## config.mk

```make
export PLATFORM = sky130hd
export DESIGN_NAME = ilv_block_fetch
export DESIGN_NICKNAME = d
export VERILOG_FILES = /design/src/rtl/ilv_fetch_pkg.sv /design/src/rtl/ilv_issue_ctrl.sv /design/src/rtl/ilv_word_collect.sv /design/src/rtl/ilv_beat_serializer.sv /design/src/rtl/ilv_block_fetch.sv
export SDC_FILE = /design/constraint.sdc
export NUM_CORES = 1
export LEC_CHECK = 0
export ABC_AREA = 0
export CELL_PAD_IN_SITES_DETAIL_PLACEMENT = 1
export CELL_PAD_IN_SITES_GLOBAL_PLACEMENT = 1
export CORE_MARGIN = 3
export CORE_UTILIZATION = 34
export CTS_CLUSTER_SIZE = 12
export DETAILED_ROUTE_END_ITERATION = 7
export GPL_TIMING_DRIVEN = 0
export HOLD_SLACK_MARGIN = 0.06
export PLACE_DENSITY_LB_ADDON = 0.15
export RECOVER_POWER = 50
export REMOVE_ABC_BUFFERS = 1
export SLEW_MARGIN = 20
export SYNTH_ARGS = -nofsm -noshare
export SYNTH_HDL_FRONTEND = slang
export SYNTH_SLANG_ARGS = --single-unit
export TNS_END_PERCENT = 1
```

## constraint.sdc

```tcl
create_clock -name clk -period 2.2 [get_ports clk]
set_input_delay 0.66 -clock clk [delete_from_list [all_inputs] [get_ports clk]]
set_output_delay 0.66 -clock clk [all_outputs]
set_load 0.02 [all_outputs]
```

## src/rtl/ilv_fetch_pkg.sv

```systemverilog
package ilv_fetch_pkg;

    localparam int unsigned DEF_BANKS  = 4;
    localparam int unsigned DEF_WORD_W = 32;
    localparam int unsigned DEF_ROW_W  = 10;

    typedef enum logic [1:0] {
        FS_IDLE  = 2'd0,
        FS_ISSUE = 2'd1,
        FS_WAIT  = 2'd2
    } fetch_st_e;

    function automatic int unsigned idx_width(input int unsigned n);
        return (n > 1) ? $clog2(n) : 1;
    endfunction

endpackage

```

## src/rtl/ilv_issue_ctrl.sv

```systemverilog
module ilv_issue_ctrl
    import ilv_fetch_pkg::*;
#(
    parameter int unsigned NB    = DEF_BANKS,
    parameter int unsigned ROW_W = DEF_ROW_W
) (
    input  logic             clk,
    input  logic             rst,
    input  logic             req_valid,
    output logic             req_ready,
    input  logic [ROW_W-1:0] req_row,
    input  logic [NB-1:0]    bank_busy,
    input  logic             stream_busy,
    input  logic             all_done,
    output logic             accept,
    output logic             waiting,
    output logic [NB-1:0]    bank_req,
    output logic [ROW_W-1:0] bank_row
);

    fetch_st_e        st_q;
    logic [ROW_W-1:0] row_q;

    assign req_ready = (st_q == FS_IDLE) && !(|bank_busy) && !stream_busy;
    assign accept    = req_valid && req_ready;
    assign waiting   = (st_q == FS_WAIT);
    assign bank_req  = {NB{st_q == FS_ISSUE}};
    assign bank_row  = row_q;

    always_ff @(posedge clk) begin
        if (rst) begin
            st_q  <= FS_IDLE;
            row_q <= '0;
        end else begin
            case (st_q)
                FS_IDLE: begin
                    if (accept) begin
                        st_q  <= FS_ISSUE;
                        row_q <= req_row;
                    end
                end
                FS_ISSUE: st_q <= FS_WAIT;
                FS_WAIT:  if (all_done) st_q <= FS_IDLE;
                default:  st_q <= FS_IDLE;
            endcase
        end
    end

endmodule

```

## src/rtl/ilv_word_collect.sv

```systemverilog
module ilv_word_collect
    import ilv_fetch_pkg::*;
#(
    parameter int unsigned NB     = DEF_BANKS,
    parameter int unsigned WORD_W = DEF_WORD_W
) (
    input  logic                 clk,
    input  logic                 rst,
    input  logic                 clear,
    input  logic                 enable,
    input  logic [NB-1:0]        dvalid,
    input  logic [NB*WORD_W-1:0] rdata,
    output logic [NB*WORD_W-1:0] words,
    output logic                 all_done
);

    logic [NB-1:0] got;

    for (genvar b = 0; b < NB; b++) begin : g_bank
        logic              got_b;
        logic [WORD_W-1:0] word_b;

        always_ff @(posedge clk) begin
            if (rst) begin
                got_b  <= 1'b0;
                word_b <= '0;
            end else if (clear) begin
                got_b  <= 1'b0;
            end else if (enable && dvalid[b] && !got_b) begin
                got_b  <= 1'b1;
                word_b <= rdata[b*WORD_W +: WORD_W];
            end
        end

        assign got[b]                    = got_b;
        assign words[b*WORD_W +: WORD_W] = word_b;
    end

    assign all_done = enable && (&(got | dvalid));

endmodule

```

## src/rtl/ilv_beat_serializer.sv

```systemverilog
module ilv_beat_serializer
    import ilv_fetch_pkg::*;
#(
    parameter int unsigned NB     = DEF_BANKS,
    parameter int unsigned WORD_W = DEF_WORD_W
) (
    input  logic                 clk,
    input  logic                 rst,
    input  logic                 start,
    input  logic [NB*WORD_W-1:0] words,
    output logic                 busy,
    output logic                 out_valid,
    output logic                 out_last,
    output logic [WORD_W-1:0]    out_data
);

    localparam int unsigned       IDX_W    = idx_width(NB);
    localparam logic [IDX_W-1:0] LAST_IDX = IDX_W'(NB - 1);

    logic              active_q;
    logic [IDX_W-1:0]  idx_q;
    logic [WORD_W-1:0] w_arr [NB];

    for (genvar b = 0; b < NB; b++) begin : g_unpack
        assign w_arr[b] = words[b*WORD_W +: WORD_W];
    end

    always_ff @(posedge clk) begin
        if (rst) begin
            active_q <= 1'b0;
            idx_q    <= '0;
        end else if (start) begin
            active_q <= 1'b1;
            idx_q    <= '0;
        end else if (active_q) begin
            if (idx_q == LAST_IDX) begin
                active_q <= 1'b0;
                idx_q    <= '0;
            end else begin
                idx_q <= idx_q + 1'b1;
            end
        end
    end

    assign busy      = active_q;
    assign out_valid = active_q;
    assign out_last  = active_q && (idx_q == LAST_IDX);
    assign out_data  = active_q ? w_arr[idx_q] : '0;

endmodule

```

## src/rtl/ilv_block_fetch.sv

```systemverilog
module ilv_block_fetch
    import ilv_fetch_pkg::*;
#(
    parameter int unsigned NB     = DEF_BANKS,
    parameter int unsigned WORD_W = DEF_WORD_W,
    parameter int unsigned ROW_W  = DEF_ROW_W
) (
    input  logic                 clk,
    input  logic                 rst,
    input  logic                 req_valid,
    output logic                 req_ready,
    input  logic [ROW_W-1:0]     req_blk_addr,
    output logic [NB-1:0]        bank_req,
    output logic [ROW_W-1:0]     bank_row,
    input  logic [NB-1:0]        bank_busy,
    input  logic [NB-1:0]        bank_dvalid,
    input  logic [NB*WORD_W-1:0] bank_rdata,
    output logic                 out_valid,
    output logic                 out_last,
    output logic [WORD_W-1:0]    out_data
);

    logic                 accept;
    logic                 waiting;
    logic                 all_done;
    logic                 stream_busy;
    logic [NB*WORD_W-1:0] words;

    ilv_issue_ctrl #(.NB(NB), .ROW_W(ROW_W)) u_issue (
        .clk        (clk),
        .rst        (rst),
        .req_valid  (req_valid),
        .req_ready  (req_ready),
        .req_row    (req_blk_addr),
        .bank_busy  (bank_busy),
        .stream_busy(stream_busy),
        .all_done   (all_done),
        .accept     (accept),
        .waiting    (waiting),
        .bank_req   (bank_req),
        .bank_row   (bank_row)
    );

    ilv_word_collect #(.NB(NB), .WORD_W(WORD_W)) u_collect (
        .clk     (clk),
        .rst     (rst),
        .clear   (accept),
        .enable  (waiting),
        .dvalid  (bank_dvalid),
        .rdata   (bank_rdata),
        .words   (words),
        .all_done(all_done)
    );

    ilv_beat_serializer #(.NB(NB), .WORD_W(WORD_W)) u_ser (
        .clk      (clk),
        .rst      (rst),
        .start    (all_done),
        .words    (words),
        .busy     (stream_busy),
        .out_valid(out_valid),
        .out_last (out_last),
        .out_data (out_data)
    );

endmodule

```

==> results of run 1 <==
## report_power, final
part / switching [W] / internal [W] / total (W)
sequential: 0.00000995 / 0.00267 / 0.00268
combinational: 0.000137 / 0.000273 / 0.000410
clock: 0.00116 / 0.00204 / 0.00320
total: 0.00131 / 0.00499 / 0.00629
## worst max-delay path: stages (launching register included)
cell and delay [ps]:
dfxtp_4 430, buf_12 170, mux4_2 500, and2_4 180, buf_6 120
## worst paths after layout
path	slack, ps	endpoint	startpoint
worst max-delay path	-280	out_data[22]	u_ser.idx_q[0]
worst min-delay path	450	u_collect.g_bank[2].word_b[6]	u_collect.g_bank[2].word_b[6]
worst max register to register	30	u_collect.g_bank[2].word_b[27]	u_issue.st_q[1]
worst min register to register	450	u_collect.g_bank[2].word_b[6]	u_collect.g_bank[2].word_b[6]
## through the flow
step,setup TNS [ps],setup WS (ps)
2_1_floorplan,-169320,-1120
3_3_place_gp,-791380,-5450
3_5_place_dp,-67420,-640
4_1_cts,-10530,-377
5_1_grt,-11910,-337
6_report,-8130,-276
## area by class of cell
cell class	count	share of cell area
clock buffer	19	0.0468
clock inverter	12	0.0215
inverter	1	0.000396
multi-input combinational	515	0.341
sequential	147	0.313
tap	229	0.0302
timing repair buffer	223	0.247
## sequential cells by signal, indices dropped and copies added, names as in the netlist
name,cells
u_collect.g_bank.word_b,128
u_issue.bank_row,10
u_collect.g_bank.got_b,4
u_issue.st_q,2
u_ser.idx_q,2
u_ser.busy,1
## repair_timing
item,4_1_cts,5_1_grt
setup endpoints to repair,87,51
cloned,3,0
setup buffers,8,0
pin swaps,17,4
gates resized for setup,213,53
## cells in the mapped netlist
library cell  instances  share of area
nand2_1             256           0.15
dfxtp_1             147           0.46
a21oi_1             133           0.10
and2_1               34          0.033
clkbuf_1             29          0.017
mux4_2               28          0.098
nand2b_1             21          0.020
buf_2                16          0.012
mux2i_1              12          0.019
buf_4                10          0.012
buf_6                10          0.018
nor3_1                5         0.0039
mux4_1                4          0.016
nand4bb_1             4         0.0070
nor4bb_1              4         0.0062
buf_12                3         0.0093
nor2b_1               3         0.0029
nor3_2                2         0.0031
o22ai_1               2         0.0019
and3_1                1        0.00097
ha_1                  1         0.0019
inv_1                 1        0.00058
nor2_1                1        0.00058
nor4_1                1        0.00097
nor4b_1               1         0.0014
o21ai_0               1        0.00078
o21ba_2               1         0.0016
## per-layer routing
layer | share of wire | GRT usage | vias to the layer above | wire (um)
met5 | 0 | 0 | - | 0
met4 | 0.011 | 0.0600 | 0 | 244
met3 | 0.064 | 0.0592 | 25 | 1440
met2 | 0.52 | 0.398 | 158 | 11700
met1 | 0.40 | 0.249 | 2866 | 9080
li1 | - | - | 2784 | -
## cells by family (layout without fill, tap and decap cells)
| group | after synthesis | count (layout) | synth area share |
|---|---|---|---|
| fa+ha+maj | 1 | 1 | 0.00195 |
| flops | 147 | 147 | 0.458 |
| simple gates | 333 | 333 | 0.230 |
| mux | 44 | 44 | 0.133 |
| buf+inv | 69 | 255 | 0.0686 |
| compound gates | 137 | 137 | 0.108 |
==> impl_metrics.env, run 1 <==
export IMPL_nets=1055
export IMPL_power_density_nw_per_um2=664
export IMPL_drive_gt1_frac=0.188
export IMPL_root_buffer="clkbuf_16"
export IMPL_num_rows=49
export IMPL_synth_cell_area_sq_um=6420
export IMPL_cts_max_level=4
export IMPL_ys_seq_area_frac=0.458
export IMPL_clock_sinks=147
export IMPL_clockBufferDepth=2
export IMPL_final_common_cell="nand2_1"
export IMPL_clk_latency_ps=420
export IMPL_cts_clk_slew_worst_paths_ps=60
export IMPL_crit_type="register to output pin"
export IMPL_fin_crit_sh=1.13
export IMPL_num_antenna_cells=0
export IMPL_synth_seq_cells=147
export IMPL_drc_errors=0
export IMPL_cp_arrival_ps=1820
export IMPL_grt_pass1_wl_mm=34.4
export IMPL_rsz0062_at_grt="true"
export IMPL_regArea_sq_um=2960
export IMPL_finalSetupViolations=33
export IMPL_slew_viol_final=0
export IMPL_grt_max_degree=86
export IMPL_whs_ps=452
export IMPL_final_cells=1146
export IMPL_core_area_sq_um=18300
export IMPL_maxCapViolCount=0
export IMPL_worst_slack_ps=-276
export IMPL_postSynthAreaPerCell_sq_um=8.79
export IMPL_cp_end_kind="output pin"
export IMPL_dp_cells=1107
export IMPL_r2r_cells=5
export IMPL_total_power_w=0.00629
export IMPL_drt_iter0_drc=282
export IMPL_final_core_util=0.518
export IMPL_area_growth_pct=47.5
export IMPL_violations="negative setup slack"
export IMPL_die_h_um=143
export IMPL_track_usage=0.218
export IMPL_cts_buffers=17
export IMPL_multiInputGateArea_sq_um=3230
export IMPL_required_ps=1540
export IMPL_chipWidth_um=143
export IMPL_overflow=0
export IMPL_final_cell_mix="nand2_1, clkdlybuf4s50_1, dfxtp_1"
export IMPL_totalWireLength_mm=22.5
export IMPL_synth_warnings=0
export IMPL_io_buffers=197
export IMPL_dpl_instance_area_sq_um=8640
export IMPL_min_path_type="register to register"
export IMPL_place_congestion=0.734
export IMPL_ir_drop_v=0.000581
export IMPL_fp_dieArea_sq_um=20600
export IMPL_grt_pass1_vias=6561
export IMPL_slew_headroom=0.461
export IMPL_finalInstanceArea_sq_um=9470
export IMPL_n_fill_cell=2050
export IMPL_yosysUniqueCellTypes=27
export IMPL_cp_start_kind="register"
export IMPL_period_minus_slack_ps=2480
export IMPL_fmax_ghz=0.404
export IMPL_wire_per_inst_um=19.6
export IMPL_io_pins=198
export IMPL_worst_pin_slew_ps=808
export IMPL_via_per_inst=5.09
export IMPL_whs_path_depth=2
export IMPL_antenna_found_initial=0
export IMPL_antenna_left=0
export IMPL_cts_tree="yes"
export IMPL_vias=5833
export IMPL_initial_core_util=0.352
export IMPL_holdBufCountCts=0
export IMPL_dr_pass1_iters=4
export IMPL_p_leak_nw=3.24
export IMPL_hpwlAfterDp_mm=15.1
export IMPL_cp_max_fo=8
export IMPL_outcome="complete, but fails checks"
export IMPL_final_setup_skew_ps=10.2
export IMPL_hold_viol=0
export IMPL_netlist_instances=731
Power figures use the tool's default switching activity.
==> run 2, diff against run 1 <==
--- a/config.mk
+++ b/config.mk
@@ -6,10 +6,11 @@
 export NUM_CORES = 1
 export LEC_CHECK = 0
 export ABC_AREA = 0
+export CAP_MARGIN = 30
 export CELL_PAD_IN_SITES_DETAIL_PLACEMENT = 1
 export CELL_PAD_IN_SITES_GLOBAL_PLACEMENT = 1
 export CORE_MARGIN = 3
-export CORE_UTILIZATION = 34
+export CORE_UTILIZATION = 31
 export CTS_CLUSTER_SIZE = 12
 export DETAILED_ROUTE_END_ITERATION = 7
 export GPL_TIMING_DRIVEN = 0
==> constraint.sdc (replaced) <==
create_clock -name clk -period 2.25 [get_ports clk]
set_input_delay 0.675 -clock clk [delete_from_list [all_inputs] [get_ports clk]]
set_output_delay 0.675 -clock clk [all_outputs]
set_load 0.02 [all_outputs]
==> impl_metrics.env, run 2 (synthesis gave the netlist of run 1 again) <==
export IMPL_maxCapViolCount=0
export IMPL_required_ps=1570
export IMPL_power_density_nw_per_um2=630
export IMPL_cp_start_kind="register"
export IMPL_track_usage=0.199
export IMPL_total_power_w=0.00593
export IMPL_ir_drop_v=0.000478
export IMPL_multiInputGateArea_sq_um=3200
export IMPL_cp_end_kind="output pin"
export IMPL_slew_viol_final=0
export IMPL_die_h_um=150
export IMPL_min_path_type="register to register"
export IMPL_via_per_inst=4.88
export IMPL_grt_use_met1=0.235
export IMPL_worst_pin_slew_ps=927
export IMPL_worst_slack_ps=-338
export IMPL_nets=1056
export IMPL_drive_gt1_frac=0.176
export IMPL_chipWidth_um=150
export IMPL_n_fill_cell=2291
export IMPL_regArea_sq_um=2960
export IMPL_dpl_instance_area_sq_um=8690
export IMPL_hpwlAfterDp_mm=15.0
export IMPL_largest_register_ffs=128
export IMPL_area_growth_pct=46.6
export IMPL_core_area_sq_um=20300
export IMPL_fin_crit_sh=1.15
export IMPL_gr_max_usage_layer="met2"
export IMPL_slew_headroom=0.373
export IMPL_num_rows=52
export IMPL_root_buffer="clkbuf_16"
export IMPL_cts_tree="yes"
export IMPL_finalSetupViolations=65
export IMPL_regMostFlops="u_collect.g_bank.word_b"
export IMPL_clk_latency_ps=410
export IMPL_rsz0062_at_grt="true"
export IMPL_cts_max_level=4
export IMPL_antenna_found_initial=0
export IMPL_hold_viol=0
export IMPL_overflow=0
export IMPL_max_stage_delay_ps=530
export IMPL_totalWireLength_mm=22.3
export IMPL_crit_type="register to output pin"
export IMPL_holdBufCountCts=0
export IMPL_initial_core_util=0.316
export IMPL_dr_pass1_iters=4
export IMPL_final_common_cell="nand2_1"
export IMPL_period_minus_slack_ps=2590
export IMPL_grt_pass1_wl_mm=34.3
export IMPL_cp_arrival_ps=1910
export IMPL_num_antenna_cells=0
export IMPL_drc_errors=0
export IMPL_wire_per_inst_um=18.8
export IMPL_critPathBufInv=2
export IMPL_use_met3=0.0430
export IMPL_cpMaxStageDelayCell="mux4_2"
export IMPL_whs_ps=452
export IMPL_cts_buffers=17
export IMPL_final_cell_mix="nand2_1, clkdlybuf4s50_1, dfxtp_1"
export IMPL_clock_sinks=147
export IMPL_path_delay_family="multiplexers"
export IMPL_finalInstanceArea_sq_um=9410
export IMPL_fmax_ghz=0.386
export IMPL_outcome="complete, but fails checks"
export IMPL_cp_max_fo=8
export IMPL_path_cells="buf_6, mux4_2, and2_4, buf_4"
export IMPL_place_congestion=0.740
export IMPL_clockBufferDepth=2
export IMPL_antenna_left=0
export IMPL_io_buffers=197
export IMPL_grt_pass1_vias=6408
export IMPL_grtUsageMet2=0.363
export IMPL_p_leak_nw=3.23
export IMPL_grt_max_degree=82
export IMPL_drt_iter0_drc=208
export IMPL_io_pins=198
export IMPL_fp_dieArea_sq_um=22500
export IMPL_vias=5797
export IMPL_final_setup_skew_ps=7.25
export IMPL_violations="negative setup slack"
export IMPL_cts_clk_slew_worst_paths_ps=60
-- run 2: what timing repair did --
| item | CTS | global route |
|---|---|---|
| cloned | 4 | 0 |
| setup endpoints to repair | 59 | 57 |
| setup buffers | 7 | 1 |
| resized for setup | 194 | 36 |
| pin swaps | 9 | 8 |
-- run 2: per-stage QoR --
| stage | util | cells | TNS, ps | worst slack (ps) |
|---|---|---|---|---|
| after global routing | 0.464 | 1189 | -23570 | -405 |
| after global placement | 0.409 | 1130 | -775980 | -5450 |
| after floorplan | - | 663 | -163640 | -1090 |
| after detailed placement | 0.428 | 1148 | -53980 | -604 |
| final | 0.464 | 1189 | -13930 | -338 |
| after CTS | 0.466 | 1191 | -11440 | -399 |
-- run 2: per-layer routing --
metal  part of all wire  routed length (um)
met5                  0                   0
met4              0.015                 327
met3              0.052                1170
met1               0.41                9140
met2               0.52               11700
-- run 2: area by class of cell --
| cell class | instances | share of cell area |
|---|---|---|
| clock buffers | 19 | 0.0470 |
| clock inverters | 13 | 0.0169 |
| inverters | 1 | 0.000399 |
| multi-input cells | 515 | 0.340 |
| flip-flops and latches | 147 | 0.314 |
| well taps | 270 | 0.0359 |
| repair buffers | 224 | 0.246 |
-- run 2: worst reg2reg max path, stage by stage, from the launching register on --
cell,delay [ps]
dfxtp_1,750
nor4bb_2,930
buf_6,270
buf_4,220
nand2_1,90
a21oi_1,140
-- run 2: path summary, 6_finish.rpt --
kind                                   from                             end  slack [ps]  cells past startpoint
max reg2reg                 u_issue.st_q[1]   u_collect.g_bank[1].word_b[5]        -230                      5
max                          u_ser.idx_q[0]                    out_data[20]        -340                      4
min          u_collect.g_bank[2].word_b[29]  u_collect.g_bank[2].word_b[29]         450                      2
min reg2reg  u_collect.g_bank[2].word_b[29]  u_collect.g_bank[2].word_b[29]         450                      2
-- run 2: where the power goes --
part | total, W | internal, W | switching (W)
Combinational | 0.000403 | 0.000268 | 0.000135
Clock | 0.00291 | 0.00177 | 0.00113
Sequential | 0.00262 | 0.00261 | 0.00000965
==> run 3, diff against run 2 <==
--- a/config.mk
+++ b/config.mk
@@ -10,14 +10,16 @@
 export CELL_PAD_IN_SITES_DETAIL_PLACEMENT = 1
 export CELL_PAD_IN_SITES_GLOBAL_PLACEMENT = 1
 export CORE_MARGIN = 3
-export CORE_UTILIZATION = 31
+export CORE_UTILIZATION = 42
 export CTS_CLUSTER_SIZE = 12
 export DETAILED_ROUTE_END_ITERATION = 7
+export DONT_BUFFER_PORTS = 1
 export GPL_TIMING_DRIVEN = 0
 export HOLD_SLACK_MARGIN = 0.06
 export PLACE_DENSITY_LB_ADDON = 0.15
 export RECOVER_POWER = 50
 export REMOVE_ABC_BUFFERS = 1
+export SETUP_SLACK_MARGIN = 0.15
 export SLEW_MARGIN = 20
 export SYNTH_ARGS = -nofsm -noshare
 export SYNTH_HDL_FRONTEND = slang
==> impl_metrics.env, run 3 (synthesis gave the netlist of run 1 again) <==
export IMPL_cp_start_kind="register"
export IMPL_largest_register_ffs=128
export IMPL_grt_pass1_vias=5459
export IMPL_cts_max_level=4
export IMPL_cp_end_kind="output pin"
export IMPL_cp_arrival_ps=1790
export IMPL_outcome="complete, but fails checks"
export IMPL_drc_errors=0
export IMPL_reg2reg_from="u_issue.st_q[0]"
export IMPL_slew_headroom=0.486
export IMPL_pre_cts_ws_ps=-49.0
export IMPL_clock_sinks=147
export IMPL_cts_buffers=17
export IMPL_wire_per_inst_um=21.2
export IMPL_holdBufCountCts=0
export IMPL_fmax_ghz=0.406
export IMPL_crit_type="register to output pin"
export IMPL_io_pins=198
export IMPL_place_congestion=0.757
export IMPL_regMostFlops="u_collect.g_bank.word_b"
export IMPL_final_setup_skew_ps=13.0
export IMPL_root_buffer="clkbuf_16"
export IMPL_r2r_end="u_collect.g_bank[3].word_b[23]"
export IMPL_r2r_cells=5
export IMPL_p_leak_nw=2.30
export IMPL_cts_clk_slew_worst_paths_ps=60
export IMPL_via_per_inst=5.56
export IMPL_die_h_um=130
export IMPL_drt_iter0_drc=145
export IMPL_ir_drop_v=0.000515
export IMPL_area_growth_pct=12.5
export IMPL_worst_slack_ps=-216
export IMPL_drive_gt1_frac=0.162
export IMPL_clockBufferDepth=2
export IMPL_slew_viol_final=0
export IMPL_chipWidth_um=130
export IMPL_initial_core_util=0.435
export IMPL_finalSetupViolations=33
export IMPL_totalWireLength_mm=19.1
export IMPL_antenna_found_initial=0
export IMPL_rrSetupSlack_ps=150
export IMPL_vias=5002
export IMPL_num_rows=44
export IMPL_worst_pin_slew_ps=772
export IMPL_grt_pass1_wl_mm=29.2
export IMPL_clk_latency_ps=420
export IMPL_antenna_left=0
export IMPL_period_minus_slack_ps=2470
export IMPL_hold_viol=0
export IMPL_num_antenna_cells=0
export IMPL_dp_cells=862
export IMPL_required_ps=1570
export IMPL_min_path_type="input pin to register"
export IMPL_grt_max_degree=158
export IMPL_startpoint="u_ser.idx_q[0]"
export IMPL_maxCapViolCount=0
export IMPL_cts_tree="yes"
export IMPL_violations="negative setup slack"
export IMPL_fin_crit_sh=1.10
export IMPL_rsz0062_at_grt="true"
export IMPL_power_density_nw_per_um2=730
export IMPL_final_cells=899
export IMPL_cp_max_fo=8
export IMPL_total_power_w=0.00528
export IMPL_dr_pass1_iters=4
export IMPL_io_buffers=0
export IMPL_nets=853
export IMPL_track_usage=0.229
export IMPL_overflow=0
export IMPL_core_area_sq_um=14800
export IMPL_final_cell_mix="nand2_1, dfxtp_1, a21oi_1"
export IMPL_endpoint="out_data[19]"
export IMPL_hpwlAfterDp_mm=12.6
export IMPL_final_common_cell="nand2_1"
export IMPL_whs_ps=336
export IMPL_fp_dieArea_sq_um=16800
-- run 3: cell count changes in the layout (fill, tap and decap cells not counted), moves of 4 or more --
cell,before,now
and2_1,13,7
and2_4,21,27
buf_2,11,0
buf_4,11,6
buf_6,28,3
clkbuf_1,1,7
clkdlybuf4s50_1,154,0
dlygate4sd2_1,4,0
mux4_1,0,4
mux4_2,32,28
-- run 3: through the flow --
stage               utilization  setup TNS, ps  instance area, sq um
floorplan                     -        -163640                  5990
global placement          0.421        -560350                  6220
detailed placement        0.443           -409                  6540
CTS                       0.491          -6670                  7240
global route              0.490          -8180                  7220
finish                    0.490          -6010                  7220
-- run 3: where the power goes --
| group | total [W] | switching, W | internal, W |
|---|---|---|---|
| clock | 0.00258 | 0.00102 | 0.00157 |
| combinational | 0.0000660 | 0.0000316 | 0.0000344 |
| sequential | 0.00263 | 0.0000127 | 0.00261 |
| total | 0.00528 | 0.00106 | 0.00421 |
-- run 3: cell type report --
cell class / count / area (sq um)
Clock buffer: 26 / 479
Clock inverter: 5 / 52.6
Fill cell: 1690 / 7530
Inverter: 1 / 7.51
Multi-Input combinational cell: 515 / 3220
Sequential cell: 147 / 2960
Tap cell: 184 / 230
Timing Repair Buffer: 21 / 279
-- run 3: what timing repair did --
item	CTS	global route
buffers inserted	4	1
setup endpoints to repair	49	37
resized for setup	50	14
pin swaps	1	0
hold endpoints to repair	0	0
cloned	1	0
-- run 3: how the worst min path moves through the flow --
stage                              startpoint  depth (start not counted)                        endpoint  slack (ps)
3_3_place_gp   u_collect.g_bank[3].word_b[30]                          2  u_collect.g_bank[3].word_b[30]         430
3_5_place_dp   u_collect.g_bank[0].word_b[31]                          2  u_collect.g_bank[0].word_b[31]         440
2_1_floorplan   u_collect.g_bank[1].word_b[0]                          2   u_collect.g_bank[1].word_b[0]         430
4_1_cts                                   rst                          1                 u_issue.st_q[0]         320
6_report                                  rst                          1   u_collect.g_bank[0].word_b[1]         340
5_1_grt                                   rst                          1                 u_issue.st_q[0]         310
-- run 3: layer usage --
layer  track usage  vias to the layer above  wire length (um)  part of all wire
li1              -                     2372                 -                 -
met1         0.262                     2441              7590              0.40
met2         0.400                      166              9680              0.51
met3        0.0804                       23              1530             0.080
met4        0.0733                        0               280             0.015
met5             0                        -                 0                 0
-- run 3: critical path, stage by stage, from the launching register on --
cell and delay [ps]:
dfxtp_4 370, buf_12 140, buf_12 150, mux4_2 500
and2_4 200
